### src/rtl/ata_tf_pkg.sv
package ata_tf_pkg;
  localparam int ST_BSY  = 7;
  localparam int ST_DRDY = 6;
  localparam int ST_DF   = 5;
  localparam int ST_DRQ  = 3;
  localparam int ST_ERR  = 0;

  localparam logic [7:0] OP_RD_DMA = 8'hC8;
  localparam logic [7:0] OP_WR_DMA = 8'hCA;
  localparam logic [7:0] OP_FLUSH  = 8'hE7;
  localparam logic [7:0] OP_IDENT  = 8'hEC;

  localparam logic [2:0] A_DATA = 3'd0;
  localparam logic [2:0] A_ERR  = 3'd1;
  localparam logic [2:0] A_CNT  = 3'd2;
  localparam logic [2:0] A_LBA0 = 3'd3;
  localparam logic [2:0] A_DEV  = 3'd6;
  localparam logic [2:0] A_CMD  = 3'd7;

  typedef enum logic [1:0] {S_IDLE, S_DMA, S_FLUSH, S_PIO} seq_state_e;
endpackage

### src/rtl/ata_tf_regs.sv
module ata_tf_regs
  import ata_tf_pkg::*;
#(
  parameter int LBA_BYTES = 3,
  localparam int LBA_W = 8 * LBA_BYTES
) (
  input  logic             clk_i,
  input  logic             rst_ni,
  input  logic             wr_i,
  input  logic [2:0]       addr_i,
  input  logic [7:0]       wdata_i,
  output logic [7:0]       count_o,
  output logic [LBA_W-1:0] lba_o,
  output logic [7:0]       dev_o
);
  always_ff @(posedge clk_i or negedge rst_ni) begin
    if (!rst_ni) begin
      count_o <= '0;
      dev_o   <= '0;
    end else if (wr_i) begin
      if (addr_i == A_CNT) count_o <= wdata_i;
      if (addr_i == A_DEV) dev_o   <= wdata_i;
    end
  end

  for (genvar g = 0; g < LBA_BYTES; g++) begin : g_lba
    localparam logic [2:0] ADDR = 3'(int'(A_LBA0) + g);
    always_ff @(posedge clk_i or negedge rst_ni) begin
      if (!rst_ni)                    lba_o[8*g +: 8] <= '0;
      else if (wr_i && addr_i == ADDR) lba_o[8*g +: 8] <= wdata_i;
    end
  end
endmodule

### src/rtl/ata_tf_ident.sv
module ata_tf_ident #(
  parameter int          IDX_W       = 8,
  parameter int          SER_CHARS   = 20,
  parameter int          VER_CHARS   = 8,
  parameter logic [8*SER_CHARS-1:0] SERIAL_STR  = "testdisk            ",
  parameter logic [8*VER_CHARS-1:0] VERSION_STR = "version ",
  parameter logic [31:0] CAPACITY    = 32'h0002_0000,
  localparam int SER_FIRST = 10,
  localparam int SER_LAST  = SER_FIRST + SER_CHARS/2 - 1,
  localparam int VER_FIRST = 23,
  localparam int VER_LAST  = VER_FIRST + VER_CHARS/2 - 1
) (
  input  logic [IDX_W-1:0] idx_i,
  output logic [15:0]      word_o
);
  int i;
  always_comb begin
    i = int'(idx_i);
    word_o = '0;
    if (i >= SER_FIRST && i <= SER_LAST)
      word_o = SERIAL_STR[8*SER_CHARS-1 - 16*(i-SER_FIRST) -: 16];
    else if (i >= VER_FIRST && i <= VER_LAST)
      word_o = VERSION_STR[8*VER_CHARS-1 - 16*(i-VER_FIRST) -: 16];
    else begin
      case (i)
        0:       word_o = 16'h0040;   // fixed disk
        49:      word_o = 16'h0300;   // LBA + DMA capable
        60:      word_o = CAPACITY[15:0];
        61:      word_o = CAPACITY[31:16];
        82:      word_o = 16'h0020;   // write cache supported
        85:      word_o = 16'h0020;   // write cache enabled
        default: word_o = '0;
      endcase
    end
  end
endmodule

### src/rtl/ata_tf_seq.sv
module ata_tf_seq
  import ata_tf_pkg::*;
#(
  parameter int IDENT_WORDS = 256,
  localparam int IDX_W = $clog2(IDENT_WORDS),
  localparam logic [IDX_W-1:0] IDX_LAST = IDX_W'(IDENT_WORDS - 1)
) (
  input  logic             clk_i,
  input  logic             rst_ni,
  input  logic             cmd_wr_i,
  input  logic [7:0]       cmd_i,
  input  logic             st_rd_i,
  input  logic             data_rd_i,
  input  logic             dma_done_i,
  input  logic             flush_done_i,
  output logic [7:0]       status_o,
  output logic             irq_o,
  output logic             dma_req_o,
  output logic             dma_dir_o,
  output logic             flush_req_o,
  output logic [IDX_W-1:0] idx_o
);
  seq_state_e state_q;
  logic err_q, bsy, drq, accept, known_op, cmpl;

  assign bsy      = (state_q == S_DMA) || (state_q == S_FLUSH);
  assign drq      = (state_q == S_PIO);
  assign accept   = cmd_wr_i && !bsy;
  assign known_op = (cmd_i == OP_RD_DMA) || (cmd_i == OP_WR_DMA) ||
                    (cmd_i == OP_FLUSH)  || (cmd_i == OP_IDENT);
  assign cmpl     = (state_q == S_DMA && dma_done_i) ||
                    (state_q == S_FLUSH && flush_done_i) ||
                    (accept && !known_op);

  always_ff @(posedge clk_i or negedge rst_ni) begin
    if (!rst_ni) begin
      state_q   <= S_IDLE;
      err_q     <= 1'b0;
      dma_dir_o <= 1'b0;
      idx_o     <= '0;
    end else if (accept) begin
      err_q <= 1'b0;
      idx_o <= '0;
      case (cmd_i)
        OP_RD_DMA: begin state_q <= S_DMA; dma_dir_o <= 1'b1; end
        OP_WR_DMA: begin state_q <= S_DMA; dma_dir_o <= 1'b0; end
        OP_FLUSH:  state_q <= S_FLUSH;
        OP_IDENT:  state_q <= S_PIO;
        default: begin state_q <= S_IDLE; err_q <= 1'b1; end
      endcase
    end else begin
      case (state_q)
        S_DMA:   if (dma_done_i)   state_q <= S_IDLE;
        S_FLUSH: if (flush_done_i) state_q <= S_IDLE;
        S_PIO: if (data_rd_i) begin
          if (idx_o == IDX_LAST) state_q <= S_IDLE;
          else                   idx_o <= idx_o + 1'b1;
        end
        default: ;
      endcase
    end
  end

  always_ff @(posedge clk_i or negedge rst_ni) begin
    if (!rst_ni)      irq_o <= 1'b0;
    else if (cmpl)    irq_o <= 1'b1;
    else if (st_rd_i) irq_o <= 1'b0;
  end

  always_comb begin
    status_o          = '0;
    status_o[ST_BSY]  = bsy;
    status_o[ST_DRDY] = 1'b1;
    status_o[ST_DF]   = 1'b0;
    status_o[ST_DRQ]  = drq;
    status_o[ST_ERR]  = err_q;
  end

  assign dma_req_o   = (state_q == S_DMA);
  assign flush_req_o = (state_q == S_FLUSH);

  a_r3_dma_needs_busy: assert property (@(posedge clk_i) disable iff (!rst_ni)
    dma_req_o |-> status_o[ST_BSY]);
  a_r5_flush_needs_busy: assert property (@(posedge clk_i) disable iff (!rst_ni)
    flush_req_o |-> (status_o[ST_BSY] && !dma_req_o));
  a_r6_drq_exclusive: assert property (@(posedge clk_i) disable iff (!rst_ni)
    status_o[ST_DRQ] |-> (!status_o[ST_BSY] && !status_o[ST_ERR]));
  a_r6_last_word_ends: assert property (@(posedge clk_i) disable iff (!rst_ni)
    (drq && data_rd_i && !cmd_wr_i && idx_o == IDX_LAST) |=> !status_o[ST_DRQ]);
  a_r8_read_clears_irq: assert property (@(posedge clk_i) disable iff (!rst_ni)
    (st_rd_i && !cmpl) |=> !irq_o);
  a_r10_busy_cmd_ignored: assert property (@(posedge clk_i) disable iff (!rst_ni)
    (cmd_wr_i && bsy && !dma_done_i && !flush_done_i)
      |=> (status_o[ST_BSY] && $stable(dma_dir_o) && $stable(dma_req_o)));
endmodule

### src/rtl/ata_taskfile_ctrl.sv
module ata_taskfile_ctrl
  import ata_tf_pkg::*;
#(
  parameter int          IDENT_WORDS = 256,
  parameter int          SER_CHARS   = 20,
  parameter int          VER_CHARS   = 8,
  parameter logic [8*SER_CHARS-1:0] SERIAL_STR  = "testdisk            ",
  parameter logic [8*VER_CHARS-1:0] VERSION_STR = "version ",
  parameter logic [31:0] CAPACITY    = 32'h0002_0000,
  parameter int          LBA_BYTES   = 3,
  localparam int IDX_W = $clog2(IDENT_WORDS),
  localparam int LBA_W = 8 * LBA_BYTES
) (
  input  logic             clk_i,
  input  logic             rst_ni,
  input  logic [2:0]       hst_addr_i,
  input  logic             hst_wr_i,
  input  logic             hst_rd_i,
  input  logic [7:0]       hst_wdata_i,
  output logic [15:0]      hst_rdata_o,
  output logic             irq_o,
  output logic             dma_req_o,
  output logic             dma_dir_o,
  input  logic             dma_done_i,
  output logic             flush_req_o,
  input  logic             flush_done_i,
  output logic [7:0]       count_o,
  output logic [LBA_W-1:0] lba_o
);
  logic [7:0]       dev, status;
  logic [IDX_W-1:0] idx;
  logic [15:0]      ident_word;
  logic             cmd_wr, st_rd, data_rd;

  assign cmd_wr  = hst_wr_i && hst_addr_i == A_CMD;
  assign st_rd   = hst_rd_i && hst_addr_i == A_CMD;
  assign data_rd = hst_rd_i && hst_addr_i == A_DATA && status[ST_DRQ];

  ata_tf_regs #(.LBA_BYTES(LBA_BYTES)) u_regs (
    .clk_i, .rst_ni, .wr_i(hst_wr_i), .addr_i(hst_addr_i), .wdata_i(hst_wdata_i),
    .count_o, .lba_o, .dev_o(dev)
  );

  ata_tf_seq #(.IDENT_WORDS(IDENT_WORDS)) u_seq (
    .clk_i, .rst_ni, .cmd_wr_i(cmd_wr), .cmd_i(hst_wdata_i), .st_rd_i(st_rd),
    .data_rd_i(data_rd), .dma_done_i, .flush_done_i, .status_o(status), .irq_o,
    .dma_req_o, .dma_dir_o, .flush_req_o, .idx_o(idx)
  );

  ata_tf_ident #(
    .IDX_W(IDX_W), .SER_CHARS(SER_CHARS), .VER_CHARS(VER_CHARS),
    .SERIAL_STR(SERIAL_STR), .VERSION_STR(VERSION_STR), .CAPACITY(CAPACITY)
  ) u_ident (.idx_i(idx), .word_o(ident_word));

  always_comb begin
    hst_rdata_o = '0;
    case (hst_addr_i)
      A_DATA:  hst_rdata_o = status[ST_DRQ] ? ident_word : 16'h0000;
      A_ERR:   hst_rdata_o = {13'd0, status[ST_ERR], 2'd0};
      A_CNT:   hst_rdata_o = {8'd0, count_o};
      A_DEV:   hst_rdata_o = {8'd0, dev};
      A_CMD:   hst_rdata_o = {8'd0, status};
      default: hst_rdata_o = {8'd0, lba_o[8*(int'(hst_addr_i) - int'(A_LBA0)) +: 8]};
    endcase
  end

  a_r9_err_reads_abort: assert property (@(posedge clk_i) disable iff (!rst_ni)
    (hst_addr_i == A_ERR) |-> (hst_rdata_o[2] == status[ST_ERR]));
  a_r1_df_low: assert property (@(posedge clk_i) disable iff (!rst_ni)
    !status[ST_DF] && status[ST_DRDY]);
endmodule

### config.mk
export PLATFORM = sky130hd
export DESIGN_NAME = ata_taskfile_ctrl
export DESIGN_NICKNAME = d
export VERILOG_FILES = /design/src/rtl/ata_tf_pkg.sv /design/src/rtl/ata_tf_regs.sv /design/src/rtl/ata_tf_ident.sv /design/src/rtl/ata_tf_seq.sv /design/src/rtl/ata_taskfile_ctrl.sv
export SDC_FILE = /design/constraint.sdc
export NUM_CORES = 1
export LEC_CHECK = 0
export ABC_AREA = 1
export ABC_CLOCK_PERIOD_IN_PS = 6500
export BUFFER_PORTS_ARGS = -buffer_cell sky130_fd_sc_hd__buf_2
export CAP_MARGIN = 20
export CORE_UTILIZATION = 55
export DETAILED_ROUTE_END_ITERATION = 8
export PLACE_DENSITY = 0.88
export SLEW_MARGIN = 20
export SYNTH_ARGS = -nofsm -noshare
export SYNTH_HDL_FRONTEND = slang
export SYNTH_SLANG_ARGS = --single-unit
### constraint.sdc
create_clock -name clk_i -period 6.5 [get_ports clk_i]
set_clock_uncertainty 0.15 [all_clocks]
set_input_delay 1.3 -clock clk_i [delete_from_list [all_inputs] [get_ports clk_i]]
set_output_delay 1.3 -clock clk_i [all_outputs]
set_load 0.05 [all_outputs]
Yosys cells after proc, flatten, opt, wreduce, memory -nomap -nowiden

Index checks and enable logic that the tools add are counted.

Add/sub/neg operators: 6
Magnitude comparators: 4
Equal/unequal tests: 24
Shift operators: 3
Multiplexer cells: 20
Reductions and logical operators: 36

Operators with widths:

| kind                                                               | count |
|---|---|
| indexed part select 175 x 32 -> 16 bit (first input constant)      | 1 |
| case mux 16 bit (5 select lines)                                   | 1 |
| indexed part select 79 x 32 -> 16 bit (first input constant)       | 1 |
| 2-to-1 mux 16 bit                                                  | 3 |
| equality test 8 bit (second input constant)                        | 5 |
| case mux 10 bit (4 select lines)                                   | 1 |
| 2-to-1 mux 8 bit                                                   | 4 |
| subtractor 7 x 32 -> 32 bit (first input constant)                 | 1 |
| subtractor 9 x 32 -> 32 bit (first input constant)                 | 1 |
| indexed part select 24 x 7 -> 8 bit                                | 1 |
| equality test 8 x 6 -> 1 bit (second input constant)               | 2 |
| equality test 8 x 7 -> 1 bit (second input constant)               | 2 |
| <= comparator 8 x 5 -> 1 bit (second input constant)               | 2 |
| logical AND 1 bit                                                  | 13 |
| equality test 3 bit (second input constant)                        | 4 |
| case mux 2 bit (3 select lines)                                    | 2 |
| 2-to-1 mux 2 bit                                                   | 5 |
| subtractor 8 x 4 -> 9 bit (second input constant)                  | 1 |
| subtractor 8 x 5 -> 9 bit (second input constant)                  | 1 |
| adder 8 x 1 -> 8 bit (second input constant)                       | 1 |
| greater-or-equal comparator 8 x 4 -> 1 bit (second input constant) | 1 |
| greater-or-equal comparator 8 x 5 -> 1 bit (second input constant) | 1 |
| zero test 8 bit                                                    | 1 |
| nonzero test 2 bit                                                 | 4 |
| other kinds (19)                                                   | 34 |

Register bits after elaboration: 53
Output and inout bits: 52
Word-level logic and storage cells: 103

Depth between registers and ports, before layout

Word-level depth: 8
Gate-level depth with buffers: 16

Hierarchy

Synthesis repeated with hierarchy kept, for this count alone.

Cell total of the unflattened synthesis: 641
Area, all modules: 4209.0 um^2

Modules (own cells, without submodules):

| module            | instances | cells each | area each (um^2) | sequential area each (um^2) |
|---|---|---|---|---|
| ata_tf_regs       | 1         | 180        | 1611.5           | 1001.0 |
| ata_tf_seq        | 1         | 133        | 923.4            | 325.3 |
| ata_tf_ident      | 1         | 150        | 844.6            | 0.0 |
| ata_taskfile_ctrl | 1         | 178        | 829.5            | 0.0 |

Worst setup path after synthesis

Ideal clock, no wire load.

Path type: input-to-output
Start: input hst_addr_i[0]
End: output hst_rdata_o[11]
Arrival time: 3.129 ns
Required time: 5.050 ns
Slack: 1.921 ns
Stages: 7
Path buffers: 1
Cells stage by stage: buf_2 > clkinv_1 > ha_1 > inv_1 > nor2_2 > nand2_1 > nor3_1

Word-level cells in the longest chain between the ends: 2

RTL lines:

| item                                              | RTL line                | text |
|---|---|---|
| start: declaration                                | ata_taskfile_ctrl.sv:16 | `input logic [2:0] hst_addr_i,` |
| equality test 3 bit, or another cell as far along | ata_taskfile_ctrl.sv:57 | `case (hst_addr_i)` |
| case mux 16 bit (5 select lines) *                | ata_taskfile_ctrl.sv:57 |  |
| end: declaration                                  | ata_taskfile_ctrl.sv:20 | `output logic [15:0] hst_rdata_o,` |

Every way passes the cells marked *; elsewhere a longest branch is shown, timed or not.

Worst setup path after layout

Start: input hst_addr_i[0]
End: output hst_rdata_o[1]

Word-level cells in the longest chain between the ends: 3

RTL lines:

| item                                | RTL line                | text |
|---|---|---|
| subtractor 3 x 2 -> 4 bit           | ata_taskfile_ctrl.sv:63 | `default: hst_rdata_o = {8'd0, lba_o[8*(int'(hst_addr_i) - int'(A_LBA0)) +: 8]};` |
| indexed part select 24 x 7 -> 8 bit | ata_taskfile_ctrl.sv:63 |  |
| case mux 16 bit (5 select lines) *  | ata_taskfile_ctrl.sv:57 |  |

Marks and branches as above.

==> metrics.txt <==
Max IR drop VDD=0.000232 V; vias in the first global route=3350; Crit Path Max Fanout=20; IO buf count=67; Post-Place Cells=605; Pre-antenna DRT Iters=5; final hold viol count=0; Mapped Area=3540 sq um; Overall Global Routing Usage=29.6%; Mapped Cells=477; Fillers=495; Reg power frac=41.4%; clk slew on worst S/H paths=90 ps; maximum clock path buffer count=2; fin crit share=79.2%; Finished Layout Cells=613; hold depth=2; die area=6770 sq um; leakage=2.11 nW; Setup Slack @ Placement=1480 ps; hold crit path type=reg -> reg; PD cells=258 nW/um^2; Setup Viol. Count Final=0; Rows=28; Slew HR=55.6%; Worst setup startpoint=hst_addr_i[0]; WL final=9350 um; Ports=69; reg2reg end=u_seq.idx_o[6]; nets@finish=572; most used flip-flop cell after synthesis=dfrtp_1; Psw=0.439 mW; reg2reg start=u_seq.idx_o[1]; power share of the clock group=22.6%; register area share after synthesis=37.4%; maximum clock rate=194 MHz; total gr overflow=0; Avg WL per Cell=15.2 um; vias post-DR=3607; post-route ant nets=0; initial antenna violation count=0; Worst-Margin Slew=666 ps; dpl hpwl=7020 um; clk sinks=53; DRC viols=0; GP Congestion=0.897; Final Max Slew Viols=0; die height=82.3 um; Max H-tree Level=2; Setup Crit Path Kind=in -> out; initial drt markers=245; Placed Area=3890 sq um; R2R setup slack=4290 ps; most frequent cells in the layout=nand2_1, buf_2, o21ai_0, dfrtp_1, inv_1; Sw Ratio=42.5%; count of cell types in the netlist=46; CTS Buf Count=5; fin util=66.1%; post-synth net total=512; cell depth of the worst flop-to-flop path=10; cts repair resizes=0; layout cells sized above 1=20.6%; YS warnings=0; Worst Hold Launch=u_seq.dma_dir_o; crit path launch type=input pin; proportion of synthesized flip-flops having asynchronous set or reset=100%; initial core utilization=58.5%; Area Overhead vs Synth=13.1%; worst endpoint required time=5050 ps; Final min period=5150 ps; Avg Vias per Cell=5.88; setup_tns=0 ps; Max Cap Viol=0; capture point of the worst path=hst_rdata_o[1]; Mapped Avg Cell Area=7.43 sq um; outcome=finished, final reports clean; Gate power share=35.9%; Hold Buf Count CTS=0; Pint=0.594 mW; clk root buf=clkbuf_8; setup bufs post-CTS=0; fin area=4010 sq um; CP Capture Type=output pin; Worst-Skew Late Latency=310 ps; most common cell after layout, fill and taps aside=nand2_1; final setup margin=1350 ps; pin count of the biggest net entering global routing=54; CORE AREA=6060 sq um; arrival time at the worst endpoint=3700 ps; diode count=0; global-route wire length before repair=15200 um; number of synthesized flops with an enable pin=0; RSZ-0062 raised after global routing=no; number of synthesized register bits=53; die width=82.3 um; CTS tree=done
-- cells in the mapped netlist, types with 2 or more instances --
cell type | n | area share [%]
nand2_1 | 118 | 12
o21ai_0 | 55 | 7.8
dfrtp_1 | 53 | 37
inv_1 | 46 | 4.9
nand3_1 | 41 | 5.8
nor2_1 | 36 | 3.8
ha_1 | 18 | 6.4
a21oi_1 | 15 | 2.1
nand2_2 | 8 | 1.4
o31ai_1 | 7 | 1.5
clkbuf_1 | 6 | 0.64
inv_2 | 6 | 0.64
nand4_1 | 6 | 1.1
nor3_1 | 6 | 0.85
nor2_2 | 5 | 0.88
a21oi_2 | 3 | 0.74
a22o_1 | 3 | 0.74
buf_2 | 3 | 0.42
buf_6 | 3 | 0.95
nand2_4 | 3 | 0.95
nand3_2 | 3 | 0.85
o21ai_1 | 3 | 0.42
a221oi_1 | 2 | 0.49
clkinv_1 | 2 | 0.21
inv_4 | 2 | 0.35
nand3b_1 | 2 | 0.42
nor4_1 | 2 | 0.35
xor2_1 | 2 | 0.49
-- power by group through the flow --
stage,Combinational (mW),Clock (mW),Sequential [mW]
final,0.371,0.234,0.428
after global routing,0.399,0.247,0.433
after CTS,0.371,0.235,0.426
after detailed placement,0.369,0,0.432
after global placement,0.359,0,0.431
after floorplan,0.146,0,0.558
-- cell families after synthesis --
family	count (synthesis)	synth area share (%)
adder cells (fa/ha/maj)	18	6.36
multiplexers	1	0.282
buffers and inverters	70	8.40
flip-flops	53	37.4
other	1	0.106
AND/OR/NAND/NOR	233	30.0
XOR/XNOR	5	1.66
AO/OA/AOI/OAI	96	15.7
-- metrics by stage --
step                      hold WS [ps]  power, mW
after floorplan                    303      0.705
after global placement             317      0.790
after detailed placement           323      0.801
after CTS                          346       1.03
after global routing               384       1.08
final                              338       1.03
-- state kept, by name (all words and copies together) (netlist names) --
name / count
u_regs.lba_o: 24
u_regs.dev_o: 8
u_seq.idx_o: 8
u_seq.dma_dir_o: 1
u_seq.state_q: 2
u_regs.count_o: 8
u_seq.irq_o: 1
u_seq.err_q: 1
-- layout make-up --
type	instances	area, sq um	share of cell area, %
timing repair buffer	67	338	8.43
clock inverter	1	30.0	0.749
tap	75	93.8	2.34
inverter	56	215	5.37
multi-input combinational	354	1920	47.9
sequential	53	1330	33.1
clock buffer	7	86.3	2.15
-- critical path, cell delays in order --
cell      delay (ps)
buf_2            310
clkinv_1         350
ha_1             330
inv_1             80
nor2_2            40
nor2_1            80
nand3_1           90
nor3_2           410
o311ai_0         270
nand3_1          160
buf_2            270
-- worst min-delay path by stage --
stage,to
final,u_seq.dma_dir_o
after global routing,u_regs.dev_o[7]
after CTS,u_seq.dma_dir_o
after detailed placement,u_seq.dma_dir_o
after global placement,u_regs.dev_o[3]
after floorplan,u_regs.dev_o[2]
-- layer usage --
layer	track usage (%)	vias to the layer above	routed length (um)	part of all wire, %
li1	-	1695	-	-
met1	36.7	1711	3730	40
met2	51.7	177	4750	51
met3	4.51	24	624	6.7
met4	11.4	0	246	2.6
met5	0	-	0	0
Note: power is estimated with default switching activity, not from simulation.
